--- config.mk ---
export PLATFORM = sky130hd
export DESIGN_NAME = blk_pipe_master
export DESIGN_NICKNAME = d
export VERILOG_FILES = /design/src/rtl/bm_pkg.sv /design/src/rtl/bm_issue.sv /design/src/rtl/bm_track.sv /design/src/rtl/bm_rdcap.sv /design/src/rtl/blk_pipe_master.sv
export SDC_FILE = /design/constraint.sdc
export NUM_CORES = 1
export LEC_CHECK = 0
export BUFFER_PORTS_ARGS = -buffer_cell sky130_fd_sc_hd__buf_4
export CAP_MARGIN = 20
export CORE_UTILIZATION = 49
export DETAILED_ROUTE_END_ITERATION = 12
export GPL_TIMING_DRIVEN = 1
export PLACE_DENSITY = 0.92
export SLEW_MARGIN = 20
export SYNTH_ARGS = -nofsm -noshare
export SYNTH_HDL_FRONTEND = slang
export SYNTH_HIERARCHICAL = 1
export SYNTH_SLANG_ARGS = --single-unit
--- constraint.sdc ---
create_clock -name clk -period 5.4 [get_ports clk]
set_clock_uncertainty 0.2 [all_clocks]
set_input_delay 1.08 -clock clk [delete_from_list [all_inputs] [get_ports clk]]
set_output_delay 1.08 -clock clk [all_outputs]
set_load 0.01 [all_outputs]
--- src/rtl/bm_pkg.sv ---
package bm_pkg;
   typedef enum logic {
      BM_READ  = 1'b0,
      BM_WRITE = 1'b1
   } bm_dir_e;
endpackage

--- src/rtl/bm_issue.sv ---
module bm_issue #(
   parameter int AW = 32,
   parameter int DW = 32,
   parameter int SW = 4,
   parameter int CW = 8
) (
   input  logic          clk,
   input  logic          rst_n,
   input  logic          start,
   input  logic [AW-1:0] cmd_addr,
   input  logic          cmd_write,
   input  logic [SW-1:0] cmd_sel,
   input  logic [CW-1:0] cmd_count,
   input  logic [DW-1:0] wr_data,
   input  logic          stall_i,
   input  logic          room,
   output logic          stb_o,
   output logic [AW-1:0] adr_o,
   output logic [DW-1:0] dat_o,
   output logic          we_o,
   output logic [SW-1:0] sel_o,
   output logic          accept,
   output logic          all_issued,
   output logic          wr_take
);
   import bm_pkg::*;

   logic [CW-1:0] rem_q;
   logic [CW-1:0] rem_after;
   logic          more;

   assign accept     = stb_o & ~stall_i;
   assign rem_after  = rem_q - CW'(accept);
   assign more       = (rem_after != '0);
   assign all_issued = ~more;
   assign wr_take    = (start & (cmd_write == BM_WRITE)) | (accept & we_o & more);

   always_ff @(posedge clk) begin
      if (!rst_n) begin
         rem_q <= '0;
         stb_o <= 1'b0;
         adr_o <= '0;
         dat_o <= '0;
         we_o  <= 1'b0;
         sel_o <= '0;
      end else if (start) begin
         rem_q <= cmd_count;
         stb_o <= 1'b1;
         adr_o <= cmd_addr;
         dat_o <= wr_data;
         we_o  <= cmd_write;
         sel_o <= cmd_sel;
      end else begin
         rem_q <= rem_after;
         if (accept && more) begin
            adr_o <= adr_o + AW'(1);
            if (we_o) dat_o <= wr_data;
         end
         if (!(stb_o && stall_i)) stb_o <= more & room;
      end
   end

   p_stall_repeat_r4: assert property (@(posedge clk) disable iff (!rst_n)
      (stb_o && stall_i && !start) |=> (stb_o && $stable(adr_o) && $stable(dat_o)
                                        && $stable(we_o) && $stable(sel_o)));

   p_addr_moves_on_accept_r3: assert property (@(posedge clk) disable iff (!rst_n)
      (stb_o && !stall_i && more && !start) |=> (adr_o == $past(adr_o) + AW'(1)));
endmodule

--- src/rtl/bm_track.sv ---
module bm_track #(
   parameter int MAX_OUT = 4
) (
   input  logic clk,
   input  logic rst_n,
   input  logic start,
   input  logic accept,
   input  logic ack_i,
   input  logic all_issued,
   output logic room,
   output logic ack_ok,
   output logic cyc_o,
   output logic done_o
);
   localparam int OW = $clog2(MAX_OUT + 1);
   localparam logic [OW-1:0] CAP = OW'(MAX_OUT);

   logic [OW-1:0] out_q;
   logic [OW-1:0] out_next;

   assign ack_ok   = ack_i & cyc_o & (out_q != '0);
   assign out_next = out_q + OW'(accept) - OW'(ack_ok);
   assign room     = (out_next < CAP);

   always_ff @(posedge clk) begin
      if (!rst_n) begin
         out_q  <= '0;
         cyc_o  <= 1'b0;
         done_o <= 1'b0;
      end else begin
         out_q  <= out_next;
         done_o <= 1'b0;
         if (start) begin
            cyc_o <= 1'b1;
         end else if (cyc_o && all_issued && out_next == '0) begin
            cyc_o  <= 1'b0;
            done_o <= 1'b1;
         end
      end
   end

   p_out_bound_r8: assert property (@(posedge clk) disable iff (!rst_n)
      out_q <= CAP);

   p_cyc_held_r6: assert property (@(posedge clk) disable iff (!rst_n)
      (cyc_o && out_q != '0 && !(ack_i && out_q == OW'(1))) |=> cyc_o);

   p_done_after_fall_r9: assert property (@(posedge clk) disable iff (!rst_n)
      done_o |-> (!cyc_o && $past(cyc_o)));
endmodule

--- src/rtl/bm_rdcap.sv ---
module bm_rdcap #(
   parameter int DW      = 32,
   parameter bit REG_OUT = 1'b1
) (
   input  logic          clk,
   input  logic          rst_n,
   input  logic          ack_ok,
   input  logic          we,
   input  logic [DW-1:0] dat_i,
   output logic          rd_valid,
   output logic [DW-1:0] rd_data
);
   logic hit;
   assign hit = ack_ok & ~we;

   if (REG_OUT) begin : g_reg
      always_ff @(posedge clk) begin
         if (!rst_n) begin
            rd_valid <= 1'b0;
            rd_data  <= '0;
         end else begin
            rd_valid <= hit;
            if (hit) rd_data <= dat_i;
         end
      end
      p_rd_follows_ack_r7: assert property (@(posedge clk) disable iff (!rst_n)
         hit |=> rd_valid);
   end else begin : g_comb
      assign rd_valid = hit;
      assign rd_data  = dat_i;
   end
endmodule

--- src/rtl/blk_pipe_master.sv ---
module blk_pipe_master #(
   parameter int AW      = 32,
   parameter int DW      = 32,
   parameter int CW      = 8,
   parameter int MAX_OUT = 4,
   parameter bit RD_REG  = 1'b1
) (
   input  logic             clk,
   input  logic             rst_n,
   input  logic             cmd_valid,
   output logic             cmd_ready,
   input  logic [AW-1:0]    cmd_addr,
   input  logic             cmd_write,
   input  logic [DW/8-1:0]  cmd_sel,
   input  logic [CW-1:0]    cmd_count,
   input  logic [DW-1:0]    wr_data,
   output logic             wr_take,
   output logic             rd_valid,
   output logic [DW-1:0]    rd_data,
   output logic             done,
   output logic [AW-1:0]    wb_adr_o,
   output logic [DW-1:0]    wb_dat_o,
   output logic             wb_we_o,
   output logic [DW/8-1:0]  wb_sel_o,
   output logic             wb_stb_o,
   output logic             wb_cyc_o,
   input  logic [DW-1:0]    wb_dat_i,
   input  logic             wb_ack_i,
   input  logic             wb_stall_i
);
   localparam int SW = DW / 8;

   if (DW % 8 != 0 || DW < 8) begin : g_bad_dw
      $error("DW must be a nonzero multiple of 8");
   end
   if (MAX_OUT < 1) begin : g_bad_max
      $error("MAX_OUT must be at least 1");
   end
   if (CW < 1 || AW < 1) begin : g_bad_w
      $error("CW and AW must be at least 1");
   end

   logic start, accept, all_issued, room, ack_ok;

   assign cmd_ready = ~wb_cyc_o;
   assign start     = cmd_valid & cmd_ready & (cmd_count != '0);

   bm_issue #(.AW(AW), .DW(DW), .SW(SW), .CW(CW)) i_issue (
      .clk(clk), .rst_n(rst_n), .start(start),
      .cmd_addr(cmd_addr), .cmd_write(cmd_write), .cmd_sel(cmd_sel),
      .cmd_count(cmd_count), .wr_data(wr_data), .stall_i(wb_stall_i),
      .room(room), .stb_o(wb_stb_o), .adr_o(wb_adr_o), .dat_o(wb_dat_o),
      .we_o(wb_we_o), .sel_o(wb_sel_o), .accept(accept),
      .all_issued(all_issued), .wr_take(wr_take)
   );

   bm_track #(.MAX_OUT(MAX_OUT)) i_track (
      .clk(clk), .rst_n(rst_n), .start(start), .accept(accept),
      .ack_i(wb_ack_i), .all_issued(all_issued), .room(room),
      .ack_ok(ack_ok), .cyc_o(wb_cyc_o), .done_o(done)
   );

   bm_rdcap #(.DW(DW), .REG_OUT(RD_REG)) i_rdcap (
      .clk(clk), .rst_n(rst_n), .ack_ok(ack_ok), .we(wb_we_o),
      .dat_i(wb_dat_i), .rd_valid(rd_valid), .rd_data(rd_data)
   );

   p_stb_inside_cyc_r2: assert property (@(posedge clk) disable iff (!rst_n)
      wb_stb_o |-> wb_cyc_o);

   p_open_together_r2: assert property (@(posedge clk) disable iff (!rst_n)
      start |=> (wb_cyc_o && wb_stb_o));

   p_done_single_r9: assert property (@(posedge clk) disable iff (!rst_n)
      done |=> !done);

   p_zero_count_idle_r11: assert property (@(posedge clk) disable iff (!rst_n)
      (cmd_valid && cmd_ready && cmd_count == '0) |=> !wb_cyc_o);
endmodule

# [After elaboration in Yosys (flattened, before gate mapping)]
# Index checks and enable logic that the tools add are counted.
[op_classes] n_reduce_logical=13 n_bitwise=16 shifts=0 muxes=11 eq_ne=1 n_addsub=4 n_div=0 order_cmp=1 mul=0
[op_table] op="$mux 32" count=5
[op_table] op="$add 32x1->32 const B" count=1
[op_table] op="$reduce_bool 8->1" count=2
[op_table] op="$and 1x1->1" count=10
[op_table] op="$mux 8" count=1
[op_table] op="$sub 8x1->8" count=1
[op_table] op="$reduce_bool 2->1" count=3
[op_table] op="$mux 1" count=5
[op_table] op="$not 1->1" count=5
[op_table] op="$logic_and 1x1->1" count=4
[op_table] op="$add 3x1->3" count=1
[op_table] op="$logic_not 3->1" count=1
[op_table] op="$lt 3x3->1 const B" count=1
[op_table] op="$reduce_bool 3->1" count=1
[op_table] op="$sub 3x1->3" count=1
[op_table] op="$ne 2x1->1 const B" count=1
[op_table] op="$reduce_and 2->1" count=1
[op_table] op="$reduce_or 2->1" count=1
[op_table] op="$or 1x1->1" count=1
[word_totals] reg_bits=116 mem_bits_rw=0 romBits=0 latch_bits=0 n_memories=0

# [Depth between registers and ports, before layout]
# Gate-level depths: netlist of run 1.
[depth] depth_word=9 ltp_mapped=11 ltp_nobuf=11

# [Cells and area by module]
# Netlist of run 1, hierarchy kept.
[modules_own_cells] mod="bm_issue" cells_each=451 area_each_um2=3818.7 n_inst=1 seq_area_each_um2=1561.5
[modules_own_cells] mod="bm_rdcap" cells_each=142 area_each_um2=1347.5 n_inst=1 seq_area_each_um2=660.6
[modules_own_cells] mod="bm_track" cells_each=20 area_each_um2=237.7 n_inst=1 seq_area_each_um2=100.1
[modules_own_cells] mod="blk_pipe_master" cells_each=5 area_each_um2=40.0 n_inst=1 seq_area_each_um2=0.0

# [Worst setup path after synthesis of run 1]
# Ideal clock, no wire load.
[synth_path] path_type="input -> output" from="input wb_stall_i" to="output wr_take" cell_stages=9 path_slack_ps=805 required_time_ps=4120 t_arrival_ps=3315 path_cell_list="nand2b_1 -> inv_1 -> ha_1 -> ha_1 -> xnor2_1 -> nand4b_1 -> nor4b_1 -> a21oi_2 -> a22o_1"
[synth_via] elab_chain_cells=6 word_cells_on_any_way=7
[synth_rtl] item="start, declared" line="blk_pipe_master.sv:29" source="input logic wb_stall_i"
[synth_rtl] item="$not 1->1 *" line="bm_issue.sv:32" source="assign accept = stb_o & ~stall_i;"
[synth_rtl] item="$and 1x1->1 *" line="bm_issue.sv:32"
[synth_rtl] item="named net accept" line="blk_pipe_master.sv:43" source="logic start, accept, all_issued, room, ack_ok;"
[synth_rtl] item="$sub 8x1->8" line="bm_issue.sv:33" source="assign rem_after = rem_q - CW'(accept);"
[synth_rtl] item="$reduce_bool 8->1" line="bm_issue.sv:34" source="assign more = (rem_after != '0);"
[synth_rtl] item="$and 1x1->1 *" line="bm_issue.sv:36" source="assign wr_take = (start & (cmd_write == BM_WRITE)) | (accept & we_o & more);"
[synth_rtl] item="$or 1x1->1 *" line="bm_issue.sv:36"
[synth_rtl] item="end, declared" line="blk_pipe_master.sv:17" source="output logic wr_take,"
# Mark *: on every way through the listed nets, which the timed path passes. The rest lies on a longest branch.

# [Worst setup path after layout of run 1]
# Ends and elaborated chain as after synthesis.

==> impl_results.md, run 1 <==
* Int Pwr at 1.91 mW
* Post-synth EDFFs at 0
* CTS resizes at 0
* Routed Antenna Nets at 0
* WP data arrival at 3160 ps
* Syn. warnings at 6
* Most frequent cells in the layout: 228 x buf_4, 148 x nand2_1, 116 x dfxtp_1
* Relative slew slack at 28.9%
* Leakage at 3.38 nW
* Crit Path Class: input pin to output pin
* First-pass GRT wire length at 22.1 mm
* GRT Max-Usage Layer: met2
* ANT cells at 0
* Initial Util at 50.2%
* Nets@finish at 945
* Fin area at 7710 um^2
* CP Launch Type: input pin
* Worst EP required at 4120 ps
* Avg Inst Size Synth at 8.81 um^2
* Routed WL per cell at 14.7 um
* Largest stage delay, worst path at 360 ps
* Hold_ws at 256 ps
* Clock period minus worst slack at 4440 ps
* Most common cell after layout, fill and taps aside: buf_4
* Initial antenna violation count at 0
* Die Width at 107 um
* MaxCap Viol Count at 0
* Clock transition at path regs at 60 ps
* Synth Register Bits at 116
* Final Hold Vio Count at 0
* FFs w/ async S/R, synth at 0%
* Final setup viols at 0
* CTS buffer count at 17
* Tightest Hold Check Type: register to register
* Synth-to-Final Area Change at 41.6%
* HPWL Detailed at 10.2 mm
* Fmax at 225 MHz
* Grt met2 use at 41.3%
* RSZ-0062 raised after global routing: no
* Switching Fraction at 28.6%
* Via density at 5.23
* Top_reg_cell synth: dfxtp_1
* WL final at 14.4 mm
* Buf+Inv Stages, Crit Path at 4
* Met3 usage at 5.99%
* DP Area at 7110 um^2
* Global Route Usage Sum at 24.2%
* Synthesized Nets at 739
* Combinational power share at 20.7%
* Clock power share at 41.9%
* Root Buffer: clkbuf_8
* Num ports at 221
* Post-Synthesis Cells at 618
* Crit Path Max Fanout at 7
* Post-cts hold buffer count at 0
* CP top delay family: simple AND/OR/NAND/NOR gates
* Reg power frac at 37.5%
* TritonCTS clock tree: built
* Vias in the first global route at 4652
* Die area at 11500 um^2
* Yosys cell types at 54
* Crit share post-route at 82.3%
* Initial DRC count at 325
* Met1 Use GR at 29.3%
* Pwr Total at 2.68 mW
* Routability cong. at 0.862
* Number of port buffers at 220
* Setup TNS at 0 ps
* Status: completed
* Slew @ Worst Pin at 1060 ps
* Crit end category: output pin
* Register area share after synthesis at 42.7%
* Drt pass-1 iters at 4
* Clk sinks at 116
* H-Tree Depth at 4
* Largest net degree at the start of global routing at 70
* # DRC at 0
* PD cells at 347 nW/um^2
* Setup Fix Bufs, Post-CTS at 0
* DR vias at 5107
* Slowest stage cell, crit path: nor3_1
* GRT Residual Overflow at 0
* Post-Syn Area at 5440 um^2
* Pins Over Slew Limit at 0
* Switching pwr at 766 uW
* Peak VDD IR at 0.238 mV
* Share of cells above drive strength 1 at 32.5%
* Bufs on Longest Clock Path at 2
* Core box area at 10800 um^2
* Die Y at 107 um
* Critical Path, Cell by Cell: buf_4 > nand2b_1 > inv_1 > ha_1 > ha_1 > inv_1 > nor3_1 > nor4_4 > a21oi_2 > a22o_1 > buf_4
* Cell Rows at 38
* Worst-Skew Late Latency at 500 ps
## metrics by stage
| stage | cells | setup WS, ps | util (%) |
|---|---|---|---|
| detailed placement | 945 | 964 | 65.6 |
| finish | 976 | 955 | 71.1 |
| global route | 976 | 719 | 71.1 |
| global placement | 945 | 1040 | 65.6 |
| floorplan | 618 | 805 | - |
| CTS | 976 | 945 | 71.1 |
## synth_stat cells, drive strengths merged, types with 3 or more instances
cell,instances,area [um^2]
o211a,3,30.0
ha,6,75.1
nand2,148,556
a21oi,38,205
clkbuf,26,97.6
dfxtp,116,2320
or3,5,31.3
nor3,8,40.0
nor2b,14,95.1
nand2b,4,25.0
xnor2,22,193
nor4b,3,26.3
o21ai,42,210
a211oi,15,113
and3,3,18.8
inv,12,45.0
nor4,6,65.1
and4,3,26.3
and2,6,38.8
nand3,12,60.1
nand4,10,62.6
nor2,4,15.0
mux2i,70,701
a31oi,4,25.0
buf,15,144
## worst paths after layout
check | startpoint | to | slack [ps] | depth (start not counted)
setup / recovery | wb_stall_i | wr_take | 960 | 11
hold reg to reg | i_issue/dat_o[30] | i_issue/dat_o[30] | 260 | 2
setup reg to reg | i_issue/stb_o | i_track/done_o | 2160 | 12
hold / removal | i_issue/dat_o[30] | i_issue/dat_o[30] | 260 | 2
## worst min-delay path: stages, from the launching register on
cell and delay [ps]:
dfxtp_1 310, nand2_1 50, mux2i_1 50
## metal layers
layer  routed length, um  vias up
met3                 979       18
met5                   0        -
met4                 280        0
met1                6220     2332
met2                6910      186
li1                    -     2571
## power groups by stage
| stage | Combinational, mW | Sequential (mW) | Clock (mW) |
|---|---|---|---|
| 3_3_place_gp | 0.535 | 1.02 | 0 |
| 2_1_floorplan | 0.301 | 1.04 | 0 |
| 3_5_place_dp | 0.551 | 1.02 | 0 |
| 6_report | 0.553 | 1.00 | 1.12 |
| 4_1_cts | 0.554 | 1.00 | 1.14 |
| 5_1_grt | 0.603 | 1.01 | 1.18 |
## state kept, by name (all words and copies together), names as in the netlist
register          cells
i_issue/adr_o        32
i_issue/dat_o        32
i_rdcap/rd_data      32
i_issue/rem_q         8
i_issue/sel_o         4
i_track/out_q         3
i_issue/stb_o         1
i_issue/we_o          1
i_rdcap/rd_valid      1
i_track/cyc_o         1
i_track/done_o        1
## cell families after synthesis
logic type      Yosys count  share of synthesized area [%]
xor+xnor                 25                           4.27
compound gates          113                           12.4
fa+ha+maj                 7                           1.75
flops                   116                           42.7
mux                      70                           12.9
buf+inv                  53                           5.26
simple gates            234                           20.8
## layout make-up
cell class / count / area, um^2
clock buffer: 17 / 414
clock inverter: 14 / 179
fill: 833 / 3130
inverter: 12 / 45.0
multi-input combinational: 449 / 2860
sequential: 116 / 2320
tap: 140 / 175
timing repair buffer: 228 / 1710
(Power assumes the default switching activity.)
==> run 2, diff against run 1 <==
--- a/config.mk
+++ b/config.mk
@@ -7,10 +7,10 @@
 export LEC_CHECK = 0
 export BUFFER_PORTS_ARGS = -buffer_cell sky130_fd_sc_hd__buf_4
 export CAP_MARGIN = 20
-export CORE_UTILIZATION = 49
+export CORE_UTILIZATION = 44
 export DETAILED_ROUTE_END_ITERATION = 12
 export GPL_TIMING_DRIVEN = 1
-export PLACE_DENSITY = 0.92
+export PLACE_DENSITY = 0.88
 export SLEW_MARGIN = 20
 export SYNTH_ARGS = -nofsm -noshare
 export SYNTH_HDL_FRONTEND = slang
==> constraint.sdc (replaced) <==
create_clock -name clk -period 3.9 [get_ports clk]
set_clock_uncertainty 0.2 [all_clocks]
set_input_delay 0.78 -clock clk [delete_from_list [all_inputs] [get_ports clk]]
set_output_delay 0.78 -clock clk [all_outputs]
set_load 0.01 [all_outputs]
==> impl_results.md, run 2 (same netlist as run 1, synthesis figures left out) <==
* CP Launch Type: input pin (unchanged)
* Clk sinks at 116 (unchanged)
* Pins Over Slew Limit at 0 (unchanged)
* Crit share post-route at 94.0%
* WP data arrival at 2690 ps (was 3160 ps)
* Largest net degree at the start of global routing at 92 (was 70)
* Final Hold Vio Count at 0 (unchanged)
* Critical Path, Cell by Cell: buf_4 > nand2b_1 > inv_1 > ha_1 > ha_1 > xnor2_1 > nand4b_1 > nor4b_4 > a21oi_2 > a22o_1 > buf_4 (was buf_4 > nand2b_1 > inv_1 > ha_1 > ha_1 > inv_1 > nor3_1 > nor4_4 > a21oi_2 > a22o_1 > buf_4)
* Via density at 5.15 (was 5.23)
* GRT Residual Overflow at 0 (unchanged)
* CTS buffer count at 17 (unchanged)
* DP Area at 7200 um^2 (was 7110 um^2)
* Share of cells above drive strength 1 at 32.7% (was 32.5%)
* Relative slew slack at 43.1% (was 28.9%)
* Worst EP required at 2920 ps (was 4120 ps)
* Levels on crit path at 11 (unchanged)
* Crit Path Max Fanout at 3 (was 7)
* R2R Path End: i_track/done_o (unchanged)
* First-pass GRT wire length at 23.1 mm (was 22.1 mm)
* Root Buffer: clkbuf_16 (was clkbuf_8)
* Routed Antenna Nets at 0 (unchanged)
* Die Width at 113 um (was 107 um)
* Die area at 12800 um^2 (was 11500 um^2)
* Final setup viols at 0 (unchanged)
* Setup TNS at 0 ps (unchanged)
* Final core occ at 65.0% (was 71.1%)
* Vias in the first global route at 4780 (was 4652)
* Number of port buffers at 220 (unchanged)
* CP top delay family: simple AND/OR/NAND/NOR gates (unchanged)
* Most frequent cells in the layout: 229 x buf_4, 148 x nand2_1, 116 x dfxtp_1 (was 228 x buf_4, 148 x nand2_1, 116 x dfxtp_1)
* Die Y at 113 um (was 107 um)
* WL final at 14.6 mm (was 14.4 mm)
* Fmax at 273 MHz
* Routed WL per cell at 14.7 um (about the same)
* ANT cells at 0 (unchanged)
* Min-Delay Startpoint: i_rdcap/rd_data[7] (was i_issue/dat_o[30])
* Peak VDD IR at 0.372 mV (was 0.238 mV)
* Clock period minus worst slack at 3670 ps
* MaxCap Viol Count at 0 (unchanged)
* Hold_ws at 255 ps (was 256 ps)
* HPWL Detailed at 10.1 mm (was 10.2 mm)
* TritonCTS clock tree: built (unchanged)
* Worst Hold Path EP: i_rdcap/rd_data[7] (was i_issue/dat_o[30])
* Core box area at 12000 um^2 (was 10800 um^2)
* Global Route Usage Sum at 22.9% (was 24.2%)
* Slew @ Worst Pin at 852 ps (was 1060 ps)
* R2r startpoint: i_issue/stb_o (unchanged)
* Number of cells after detailed placement at 956 (was 945)
* R2r setup slk at 700 ps (was 2160 ps)
* PD cells at 483 nW/um^2 (was 347 nW/um^2)
* # fillers at 980 (was 833)
* Status: completed (unchanged)
* DR vias at 5088 (was 5107)
* Fin area at 7810 um^2 (was 7710 um^2)
* Most common cell after layout, fill and taps aside: buf_4 (unchanged)
* Hold Crit Depth at 2 (unchanged)
* Initial DRC count at 283 (was 325)
* Cell Rows at 40 (was 38)
* Final non-filler cell total at 988 (was 976)
* CTS resizes at 0 (unchanged)
* Initial antenna violation count at 0 (unchanged)
* Num ports at 221 (unchanged)
* Nets@finish at 949 (was 945)
* Setup Fix Bufs, Post-CTS at 0 (unchanged)
* Register-to-Register Path Depth at 12 (unchanged)
* Crit Path Class: input pin to output pin (unchanged)
* Worst-Skew Late Latency at 410 ps (was 500 ps)
* Initial Util at 45.3% (was 50.2%)
* Clock transition at path regs at 50 ps (was 60 ps)
* RSZ-0062 raised after global routing: no (unchanged)
* Largest registers: i_issue/adr_o x32, i_issue/dat_o x32, i_rdcap/rd_data x32 (unchanged)
* Leakage at 3.44 nW (was 3.38 nW)
* Drt pass-1 iters at 4 (unchanged)
* Post-cts hold buffer count at 0 (unchanged)
* Bufs on Longest Clock Path at 2 (unchanged)
* H-Tree Depth at 4 (unchanged)
* Crit end category: output pin (unchanged)
* Largest stage delay, worst path at 280 ps (was 360 ps)
* Slowest stage cell, crit path: nor4b_4 (was nor3_1)
* Buf+Inv Stages, Crit Path at 3 (was 4)
* Synth-to-Final Area Change at 43.5% (was 41.6%)
* Tightest Hold Check Type: register to register (unchanged)
* # DRC at 0 (unchanged)
* Routability cong. at 0.880 (was 0.862)
[run 2: per-layer routing]
metal / track usage, % / up-vias / wire length (um)
li1: - / 2566 / -
met1: 26.8 / 2314 / 6250
met2: 38.7 / 180 / 7130
met3: 6.37 / 28 / 876
met4: 10.8 / 0 / 307
met5: 0 / - / 0
[run 2: final cells by class]
cell class / count / area (um^2) / share of cell area [%]
Tap cell: 147 / 184 / 2.35
Inverter: 12 / 45.0 / 0.577
Sequential cell: 116 / 2320 / 29.7
Multi-Input combinational cell: 449 / 2870 / 36.7
Clock buffer: 23 / 488 / 6.25
Timing Repair Buffer: 232 / 1780 / 22.8
Clock inverter: 9 / 125 / 1.60
[run 2: worst max-delay path by stage]
| stage | startpoint | to | slack, ps |
|---|---|---|---|
| after global placement | wb_stall_i | wr_take | 350 |
| final | wb_stall_i | wr_take | 230 |
| after detailed placement | wb_stall_i | wr_take | 240 |
| after CTS | wb_stall_i | wr_take | 220 |
| after global routing | wb_stall_i | wr_take | 80 |
| after floorplan | wb_stall_i | wr_take | 250 |
[run 2: worst register-to-register path, stage by stage (launching register included)]
cell and delay [ps]:
dfxtp_1 350, nand2b_1 150, inv_1 90, ha_1 190
ha_1 210, xnor2_1 230, nand4b_1 200, nor4b_4 280
buf_4 320, nand2_1 120, inv_2 150, nor4bb_1 410
and4_1 230
[run 2: through the flow]
| stage | worst slack (ps) | total power, mW |
|---|---|---|
| 2_1_floorplan | 245 | 1.86 |
| 3_3_place_gp | 354 | 2.17 |
| 3_5_place_dp | 239 | 2.20 |
| 4_1_cts | 219 | 3.80 |
| 5_1_grt | 76.7 | 3.95 |
| 6_report | 235 | 3.78 |
[run 2: where the power goes]
part | leakage (nW) | internal (mW) | switching, mW
clock | 0.299 | 1.07 | 0.528
combinational | 2.19 | 0.391 | 0.398
sequential | 0.952 | 1.30 | 0.0962
total | 3.44 | 2.75 | 1.02
==> run 3, diff against run 2 <==
--- a/config.mk
+++ b/config.mk
@@ -7,7 +7,9 @@
 export LEC_CHECK = 0
 export BUFFER_PORTS_ARGS = -buffer_cell sky130_fd_sc_hd__buf_4
 export CAP_MARGIN = 20
-export CORE_UTILIZATION = 44
+export CELL_PAD_IN_SITES_DETAIL_PLACEMENT = 1
+export CELL_PAD_IN_SITES_GLOBAL_PLACEMENT = 1
+export CORE_UTILIZATION = 32
 export DETAILED_ROUTE_END_ITERATION = 12
 export GPL_TIMING_DRIVEN = 1
 export PLACE_DENSITY = 0.88
==> impl_results.md, run 3 (same netlist as run 1, synthesis figures left out) <==
* Pins Over Slew Limit at 0 (unchanged)
* Final setup margin at 248 ps (was 235 ps)
* Register-to-Register Path Depth at 12 (unchanged)
* Final Hold Vio Count at 0 (unchanged)
* WL final at 17.2 mm (was 14.6 mm)
* Core box area at 16600 um^2 (was 12000 um^2)
* Initial DRC count at 196 (was 283)
* Largest registers: i_issue/adr_o x32, i_issue/dat_o x32, i_rdcap/rd_data x32 (unchanged)
* Post-cts hold buffer count at 0 (unchanged)
* MaxCap Viol Count at 0 (unchanged)
* H-Tree Depth at 4 (unchanged)
* Routability cong. at 0.789 (was 0.880)
* Worst-Skew Late Latency at 410 ps (about the same)
* CTS buffer count at 17 (unchanged)
* Cell Rows at 47 (was 40)
* First-pass GRT wire length at 27.6 mm (was 23.1 mm)
* Setup WS pre-CTS at 256 ps (was 239 ps)
* Crit end category: output pin (unchanged)
* Final setup viols at 0 (unchanged)
* Min-Delay Startpoint: i_issue/dat_o[15] (was i_rdcap/rd_data[7])
* Die area at 17500 um^2 (was 12800 um^2)
* Relative slew slack at 42.8% (was 43.1%)
* Number of port buffers at 220 (unchanged)
* Bufs on Longest Clock Path at 2 (unchanged)
* RSZ-0062 raised after global routing: no (unchanged)
* R2r startpoint: i_issue/stb_o (unchanged)
* Switching pwr at 1.06 mW (was 1.02 mW)
* Int Pwr at 2.70 mW (was 2.75 mW)
* Share of cells above drive strength 1 at 32.5% (was 32.7%)
* Initial antenna violation count at 0 (unchanged)
* GRT Residual Overflow at 0 (unchanged)
* Synth-to-Final Area Change at 44.6% (was 43.5%)
* PD cells at 477 nW/um^2 (was 483 nW/um^2)
* Fin area at 7870 um^2 (was 7810 um^2)
* Hold_ws at 257 ps (was 255 ps)
* Most frequent cells in the layout: 229 x buf_4, 148 x nand2_1, 116 x dfxtp_1 (unchanged)
* Die Width at 132 um (was 113 um)
* WP data arrival at 2670 ps (was 2690 ps)
* Initial Util at 32.8% (was 45.3%)
* TritonCTS clock tree: built (unchanged)
* Crit share post-route at 93.7% (was 94.0%)
* Clock power share at 41.4% (was 42.3%)
* Setup Fix Bufs, Post-CTS at 0 (unchanged)
* Via density at 5.00 (was 5.15)
* Routed Antenna Nets at 0 (unchanged)
* Most common cell after layout, fill and taps aside: buf_4 (unchanged)
* Status: completed (unchanged)
* Reg power frac at 37.2% (was 36.9%)
* Setup TNS at 0 ps (unchanged)
* Clock period minus worst slack at 3650 ps (was 3670 ps)
* Fmax at 274 MHz (was 273 MHz)
* Crit Path Max Fanout at 3 (unchanged)
* # DRC at 0 (unchanged)
* CTS resizes at 0 (unchanged)
* Worst Hold Path EP: i_issue/dat_o[15] (was i_rdcap/rd_data[7])
* CP Launch Type: input pin (unchanged)
* Worst EP required at 2920 ps (about the same)
* Clock transition at path regs at 50 ps (about the same)
* Final core occ at 47.5% (was 65.0%)
* Tightest Hold Check Type: register to register (unchanged)
* Largest net degree at the start of global routing at 59 (was 92)
* Clk sinks at 116 (unchanged)
* Root Buffer: clkbuf_16 (unchanged)
* Leakage at 3.42 nW (was 3.44 nW)
* Crit Path Class: input pin to output pin (unchanged)
* Peak VDD IR at 0.311 mV (was 0.372 mV)
* Global Route Usage Sum at 19.8% (was 22.9%)
* Nets@finish at 949 (unchanged)
* Slew @ Worst Pin at 850 ps (was 852 ps)
* Routed WL per cell at 16.2 um (was 14.7 um)
* HPWL Detailed at 12.4 mm (was 10.1 mm)
* Combinational power share at 21.4% (was 20.9%)
* Num ports at 221 (unchanged)
* R2R Path End: i_track/done_o (unchanged)
* Die Y at 132 um (was 113 um)
* Switching Fraction at 28.2% (was 27.1%)
* DP Area at 7290 um^2 (was 7200 um^2)
* ANT cells at 0 (unchanged)
* R2r setup slk at 720 ps (was 700 ps)
* Vias in the first global route at 5460 (was 4780)
* Drt pass-1 iters at 4 (unchanged)
* DR vias at 5302 (was 5088)
* Hold Crit Depth at 2 (unchanged)
run 3: area by class of cell:
class,count,area (um^2)
clock buffer,21,450
clock inverter,10,133
fill,1959,8710
inverter,12,45.0
multi-input combinational,449,2870
sequential,116,2320
tap,220,275
timing repair buffer,232,1780
run 3: worst max path at each step:
stage | from | end | depth (start not counted)
finish | wb_stall_i | wr_take | 11
global route | wb_stall_i | wr_take | 11
CTS | wb_stall_i | wr_take | 11
detailed placement | wb_stall_i | i_track/done_o | 13
global placement | wb_stall_i | wr_take | 11
floorplan | wb_stall_i | wr_take | 9
run 3: per-layer routing:
| metal | wire length, um | global-route usage, % | share of wire (%) |
|---|---|---|---|
| met5 | 0 | 0 | 0 |
| met4 | 548 | 10.3 | 3.2 |
| met3 | 892 | 4.75 | 5.2 |
| met2 | 8420 | 33.6 | 49 |
| met1 | 7350 | 23.3 | 43 |
run 3: power by group through the flow:
stage / sequential (mW) / combinational (mW) / clock, mW
global route: 1.41 / 0.876 / 1.65
CTS: 1.40 / 0.811 / 1.59
global placement: 1.41 / 0.778 / 0
detailed placement: 1.42 / 0.803 / 0
floorplan: 1.44 / 0.419 / 0
finish: 1.40 / 0.804 / 1.56
run 3: per-stage QoR:
| stage | power (mW) | cells |
|---|---|---|
| finish | 3.76 | 1060 |
| floorplan | 1.86 | 618 |
| global route | 3.93 | 1060 |
| global placement | 2.19 | 1029 |
| CTS | 3.80 | 1060 |
| detailed placement | 2.22 | 1029 |
run 3: critical path, cell delays in order:
cell and delay [ps]:
buf_4 100, nand2b_1 180, inv_1 110, ha_1 190
ha_1 200, xnor2_1 210, nand4b_1 170, nor4b_4 280
a21oi_2 110, a22o_1 190, buf_4 150
